<file path="src/rtl/reset_ctl_pkg.sv">
package reset_ctl_pkg;
  typedef enum logic [1:0] {
    ST_IDLE,
    ST_SOFT,
    ST_HARD,
    ST_FULL
  } seq_state_e;

  localparam int unsigned REG_W  = 8;
  localparam int unsigned BIT_FULL = 3;
  localparam int unsigned BIT_TRIG = 2;
  localparam int unsigned BIT_HARD = 1;
  localparam int unsigned NUM_SRC = 3;
endpackage

</file>
<file path="src/rtl/reset_ctl_sync.sv">
module reset_ctl_sync (
  input  logic clk_i,
  input  logic rst_ni,
  input  logic async_i,
  output logic evt_o
);
  logic [2:0] ff_q;

  always_ff @(posedge clk_i or negedge rst_ni) begin
    if (!rst_ni) ff_q <= '0;
    else         ff_q <= {ff_q[1:0], async_i};
  end

  // ff_q[1] is synchronized, ff_q[2] is its previous value
  assign evt_o = ff_q[1] & ~ff_q[2];
endmodule

</file>
<file path="src/rtl/reset_ctl_fsm.sv">
module reset_ctl_fsm
  import reset_ctl_pkg::*;
#(
  parameter int unsigned SOFT_CYCLES = 16,
  parameter int unsigned HARD_TICKS  = 2,
  parameter int unsigned FULL_TICKS  = 8000
) (
  input  logic       clk_i,
  input  logic       rst_ni,
  input  logic       tick_i,
  input  logic       start_soft_i,
  input  logic       start_hard_i,
  input  logic       start_full_i,
  output seq_state_e state_o,
  output logic       done_soft_o,
  output logic       done_clr_o
);
  localparam int unsigned MAX_TICKS = (FULL_TICKS > HARD_TICKS) ? FULL_TICKS : HARD_TICKS;
  localparam int unsigned CYC_W = (SOFT_CYCLES > 1) ? $clog2(SOFT_CYCLES) : 1;
  localparam int unsigned TCK_W = (MAX_TICKS > 1) ? $clog2(MAX_TICKS) : 1;
  localparam logic [CYC_W-1:0] CYC_LAST  = CYC_W'(SOFT_CYCLES - 1);
  localparam logic [TCK_W-1:0] HARD_LAST = TCK_W'(HARD_TICKS - 1);
  localparam logic [TCK_W-1:0] FULL_LAST = TCK_W'(FULL_TICKS - 1);

  seq_state_e       state_q;
  logic [CYC_W-1:0] cyc_q;
  logic [TCK_W-1:0] tck_q;
  logic             soft_end, hard_end, full_end;

  assign soft_end = (state_q == ST_SOFT) && (cyc_q == CYC_LAST);
  assign hard_end = (state_q == ST_HARD) && tick_i && (tck_q == HARD_LAST);
  assign full_end = (state_q == ST_FULL) && tick_i && (tck_q == FULL_LAST);

  always_ff @(posedge clk_i or negedge rst_ni) begin
    if (!rst_ni) begin
      state_q <= ST_IDLE;
      cyc_q   <= '0;
      tck_q   <= '0;
    end else begin
      unique case (state_q)
        ST_IDLE: begin
          cyc_q <= '0;
          tck_q <= '0;
          if      (start_full_i) state_q <= ST_FULL;
          else if (start_hard_i) state_q <= ST_HARD;
          else if (start_soft_i) state_q <= ST_SOFT;
        end
        ST_SOFT: begin
          if (soft_end) state_q <= ST_IDLE;
          else          cyc_q   <= cyc_q + 1'b1;
        end
        ST_HARD, ST_FULL: begin
          if (hard_end || full_end) state_q <= ST_IDLE;
          else if (tick_i)          tck_q   <= tck_q + 1'b1;
        end
        default: state_q <= ST_IDLE;
      endcase
    end
  end

  assign state_o     = state_q;
  assign done_soft_o = soft_end;
  assign done_clr_o  = hard_end | full_end;
endmodule

</file>
<file path="src/rtl/reset_ctl.sv">
module reset_ctl
  import reset_ctl_pkg::*;
#(
  parameter int unsigned SOFT_CYCLES = 16,
  parameter int unsigned HARD_TICKS  = 2,
  parameter int unsigned FULL_TICKS  = 8000
) (
  input  logic             clk_i,
  input  logic             rst_ni,
  input  logic             tick_i,
  input  logic             io_wr_i,
  input  logic [REG_W-1:0] io_wdata_i,
  output logic [REG_W-1:0] io_rdata_o,
  input  logic             rst_btn_i,
  input  logic             core_pwrok_i,
  input  logic             wdt_rst_i,
  output logic             init_no,
  output logic             pci_rst_no,
  output logic             slp_s3_no,
  output logic             slp_s4_no
);
  seq_state_e         state;
  logic               done_soft, done_clr;
  logic               full_q, hard_q, busy;
  logic [NUM_SRC-1:0] src_raw, src_evt;
  logic               sw_trig, ext_trig;
  logic               start_soft, start_hard, start_full;

  // power-good loss is seen as a rising request
  assign src_raw = {wdt_rst_i, ~core_pwrok_i, rst_btn_i};

  for (genvar i = 0; i < NUM_SRC; i++) begin : g_src
    reset_ctl_sync u_sync (
      .clk_i  (clk_i),
      .rst_ni (rst_ni),
      .async_i(src_raw[i]),
      .evt_o  (src_evt[i])
    );
  end

  assign busy     = (state != ST_IDLE);
  assign sw_trig  = io_wr_i && io_wdata_i[BIT_TRIG] && !busy;
  assign ext_trig = (|src_evt) && !busy && !sw_trig;

  assign start_soft = sw_trig && !io_wdata_i[BIT_HARD];
  assign start_hard = (sw_trig && io_wdata_i[BIT_HARD] && !io_wdata_i[BIT_FULL])
                    || (ext_trig && !full_q);
  assign start_full = (sw_trig && io_wdata_i[BIT_HARD] && io_wdata_i[BIT_FULL])
                    || (ext_trig && full_q);

  always_ff @(posedge clk_i or negedge rst_ni) begin
    if (!rst_ni) begin
      full_q <= 1'b0;
      hard_q <= 1'b0;
    end else if (done_clr) begin
      full_q <= 1'b0;
      hard_q <= 1'b0;
    end else if (io_wr_i) begin
      full_q <= io_wdata_i[BIT_FULL];
      hard_q <= io_wdata_i[BIT_HARD];
    end
  end

  reset_ctl_fsm #(
    .SOFT_CYCLES(SOFT_CYCLES),
    .HARD_TICKS (HARD_TICKS),
    .FULL_TICKS (FULL_TICKS)
  ) u_fsm (
    .clk_i       (clk_i),
    .rst_ni      (rst_ni),
    .tick_i      (tick_i),
    .start_soft_i(start_soft),
    .start_hard_i(start_hard),
    .start_full_i(start_full),
    .state_o     (state),
    .done_soft_o (done_soft),
    .done_clr_o  (done_clr)
  );

  always_comb begin
    io_rdata_o           = '0;
    io_rdata_o[BIT_FULL] = full_q;
    io_rdata_o[BIT_TRIG] = busy;
    io_rdata_o[BIT_HARD] = hard_q;
  end

  assign init_no    = (state != ST_SOFT);
  assign pci_rst_no = !((state == ST_HARD) || (state == ST_FULL));
  assign slp_s3_no  = (state != ST_FULL);
  assign slp_s4_no  = (state != ST_FULL);
endmodule

</file>
<file path="config.mk">
export PLATFORM = sky130hd
export DESIGN_NAME = reset_ctl
export DESIGN_NICKNAME = d
export VERILOG_FILES = /design/src/rtl/reset_ctl_pkg.sv /design/src/rtl/reset_ctl_sync.sv /design/src/rtl/reset_ctl_fsm.sv /design/src/rtl/reset_ctl.sv
export SDC_FILE = /design/constraint.sdc
export NUM_CORES = 1
export LEC_CHECK = 0
export BUFFER_PORTS_ARGS = -buffer_cell sky130_fd_sc_hd__buf_2
export CORE_UTILIZATION = 35
export DETAILED_ROUTE_END_ITERATION = 10
export GPL_ROUTABILITY_DRIVEN = 0
export SLEW_MARGIN = 20
export SYNTH_ARGS = -nofsm -noshare
export SYNTH_HDL_FRONTEND = slang
export SYNTH_SLANG_ARGS = --single-unit
</file>
<file path="constraint.sdc">
create_clock -name clk_i -period 2.9 [get_ports clk_i]
set_clock_uncertainty 0.1 [all_clocks]
set_input_delay 0.145 -clock clk_i [delete_from_list [all_inputs] [get_ports clk_i]]
set_output_delay 0.145 -clock clk_i [all_outputs]
set_load 0.05 [all_outputs]
</file>
==> results.yml <==
grt:
  grt_most_used_layer: "met2"
  use_met1_pct: 18.8
  grt-ovfl-total: 0
  grtUsageMet2_pct: 22.1
  grt_pass1_vias: 1204
  track_usage_pct: 14.1
  antenna_found_initial: 0
  grt_max_degree: 31
  grtUsageMet3_pct: 4.80
  grt_pass1_wl_um: 5450
logic_synthesis:
  synth_top_family_by_area: "simple AND/OR/NAND/NOR gates"
  syn_inst: 173
  synth_xor_area_share_pct: 2.19
  synth-compound-area-share_pct: 11.9
  synthAdderAreaFrac_pct: 2.34
  ys_ff_latch: 30
  yosysWarningCount: 0
  synth_top_area_share_pct: 46.9
  synth_ff_type: "dfrtp_1"
  avgSynthCellArea_um2: 9.26
  yosys-top-cells-area: "dfrtp_1, nand3_1, nand2_1"
  synth_edf_count: 0
  yosysMostFrequentCell: "dfrtp_1"
  async_flop_share_pct: 100
  yosys.area_share.simple_pct: 25.4
  yosys-top-cells-count: "dfrtp_1, nand2_1, nand3_1"
  ys_seq_area_share_pct: 46.9
  synth_area_um2: 1600
  synth.distinct_cells: 36
  synth_top_cell_by_area: "dfrtp_1"
  synth_mux_area_share_pct: 2.50
worst_setup_path:
  timing_worst_setup_path_type: "flip-flop to flip-flop"
  start_kind: "flip-flop"
  r2r-start: "u_fsm.tck_q[0]$_DFFE_PN0P_"
  slowest_delay_ns: 0.40
  worstPathArrival_ns: 2.15
  regToRegSetupSlack_ns: 0.80
  r2r-end: "u_fsm.tck_q[9]$_DFFE_PN0P_"
  setup.worst_path.end_class: "flip-flop"
  path_cells: "ha_1, nand3_2, nor4_4, a211o_1, or3_1, o211ai_2"
  cp.required_ns: 2.95
  path_buf_inv: 0
  cp_max_fo: 12
  cp_top_family: "simple AND/OR/NAND/NOR gates"
  crit_slowest_cell: "dfrtp_1"
  r2r_cells: 6
die:
  io_pins: 27
  start_util_pct: 36.5
  dieArea_um2: 4850
  dieWidth_um: 69.6
  chipHeight_um: 69.6
  coreArea_um2: 4380
  fp-row-count: 24
clock_network:
  insertion_delay_ns: 0.28
  post-cts-setup-buffers: 0
  clockBufferDepth: 2
  numCtsBuffers: 5
  cts_root_buffer: "clkbuf_8"
  clkTransAtPathRegs_ns: 0.07
  htreeDepth: 2
  cts.sinks: 30
  tritoncts: "yes"
status:
  status: "completed"
sta:
  drv_slew: 0
  setup_violations: 0
  fin_crit_sh_pct: 72.6
  worst_slew_pin_slew_ns: 0.682
  fin_crit_ns: 2.10
  whs_ns: 0.0570
  final_hold_viol_count: 0
  fmax_mhz: 475
  fin_setup_tns_ns: 0
  slew_headroom_pct: 54.6
  rsz0062_at_grt: "false"
route:
  vias_per_cell: 5.28
  ant_nets: 0
  vias: 1266
  routedWlPerCell_um: 12.9
  drt_iter0_markers: 54
  remaining_drc_errors: 0
  routed_wl_um: 3080
  dr.pass1.iters: 4
final_layout:
  antennaDiodeCount: 0
  nets: 205
  fill_cells: 443
  drive_above_1_share_pct: 15.4
  instances_no_fill: 240
  design_area_um2: 1840
  area_growth_syn_to_layout_pct: 14.7
hold_path:
  hold_end: "hard_q$_DFFE_PN0P_"
  hold_class: "input pin to flip-flop"
  hold_start: "io_wdata_i[1]"
  min_path_cells: 3
power_and_ir_drop:
  power.leakage_nw: 0.861
  peakVddDrop_uv: 456
  finalPower_mw: 1.59
  p_per_area_nw_per_um2: 866
placed_design:
  dp_cells: 228
  placed_area_um2: 1650
  dp_hpwl_um: 2160
  io_buffers: 16
job:
  cap_viol_max_count: 0
[placed cells by master (no fill, tap or decap), types with 3 or more instances in the layout]
cell	Yosys	final
o211ai_1	3	3
nor2_1	7	7
nor4_1	5	5
nand2_1	21	21
mux2i_1	4	4
nand4_1	4	4
a21oi_1	8	8
nand3_1	18	18
conb_1	1	5
ha_1	3	3
buf_2	2	16
and3_1	6	6
o21ai_0	12	12
or3_1	4	4
dfrtp_1	30	30
xor2_1	4	4
dlygate4sd3_1	0	4
inv_1	8	8
clkbuf_8	0	6
[report_power, final]
part	total, mW	internal, mW	switching (mW)
combinational	0.475	0.142	0.333
clock	0.525	0.366	0.159
sequential	0.590	0.487	0.103
total	1.59	0.996	0.595
[worst register-to-register path, cell delays in order (launching register included)]
cell,delay (ns)
dfrtp_1,0.40
ha_1,0.22
nand3_2,0.18
nor4_4,0.41
a211o_1,0.40
or3_1,0.18
o211ai_2,0.08
[final cells by class]
class | instances | area (um^2) | area share (%)
Clock inverter | 2 | 60.1 | 3.27
Inverter | 8 | 30.0 | 1.63
Timing Repair Buffer | 20 | 120 | 6.54
Multi-Input combinational cell | 122 | 728 | 39.6
Clock buffer | 6 | 82.6 | 4.50
Sequential cell | 30 | 751 | 40.9
Tap cell | 52 | 65.1 | 3.54
[logic make-up (layout without fill, tap and decap cells)]
group           count (synthesis)  in the layout
simple gates                   76             76
fa+ha+maj                       3              3
other cells                     1              5
compound gates                 30             30
mux                             4              4
flops                          30             30
xor+xnor                        4              4
buf+inv                        25             36
[how the worst max path moves through the flow]
stage	from	end	slack, ns	cells after the start
2_1_floorplan	u_fsm.tck_q[0]$_DFFE_PN0P_	u_fsm.tck_q[9]$_DFFE_PN0P_	1.12	6
3_3_place_gp	u_fsm.tck_q[0]$_DFFE_PN0P_	u_fsm.tck_q[9]$_DFFE_PN0P_	0.83	6
3_5_place_dp	u_fsm.tck_q[0]$_DFFE_PN0P_	u_fsm.tck_q[9]$_DFFE_PN0P_	0.81	6
4_1_cts	u_fsm.tck_q[0]$_DFFE_PN0P_	u_fsm.tck_q[9]$_DFFE_PN0P_	0.79	6
5_1_grt	u_fsm.tck_q[0]$_DFFE_PN0P_	u_fsm.tck_q[9]$_DFFE_PN0P_	0.65	6
6_report	u_fsm.tck_q[0]$_DFFE_PN0P_	u_fsm.tck_q[9]$_DFFE_PN0P_	0.80	6
[state kept, by name (all words and copies together), names as in the netlist]
signal / cells
g_src.u_sync.ff_q: 9
full_q: 1
hard_q: 1
u_fsm.tck_q: 13
u_fsm.cyc_q: 4
u_fsm.state_o: 2
[layer usage]
metal / vias up / wire [um] / share of wire (%)
li1: 624 / - / -
met1: 607 / 1470 / 48
met2: 31 / 1430 / 46
met3: 4 / 164 / 5.3
met4: 0 / 19 / 0.62
met5: - / 0 / 0
[through the flow]
step	worst slack, ns	util [%]
final	0.796	41.9
after CTS	0.793	41.9
after floorplan	1.12	-
after detailed placement	0.806	37.7
after global placement	0.827	37.7
after global routing	0.647	41.9
[timing repair]
item	CTS	global route
hold endpoints to repair	33	0
hold buffers	4	0
setup endpoints to repair	0	0
resized for setup	0	0
No activity file was read; power rests on OpenSTA's default activity.
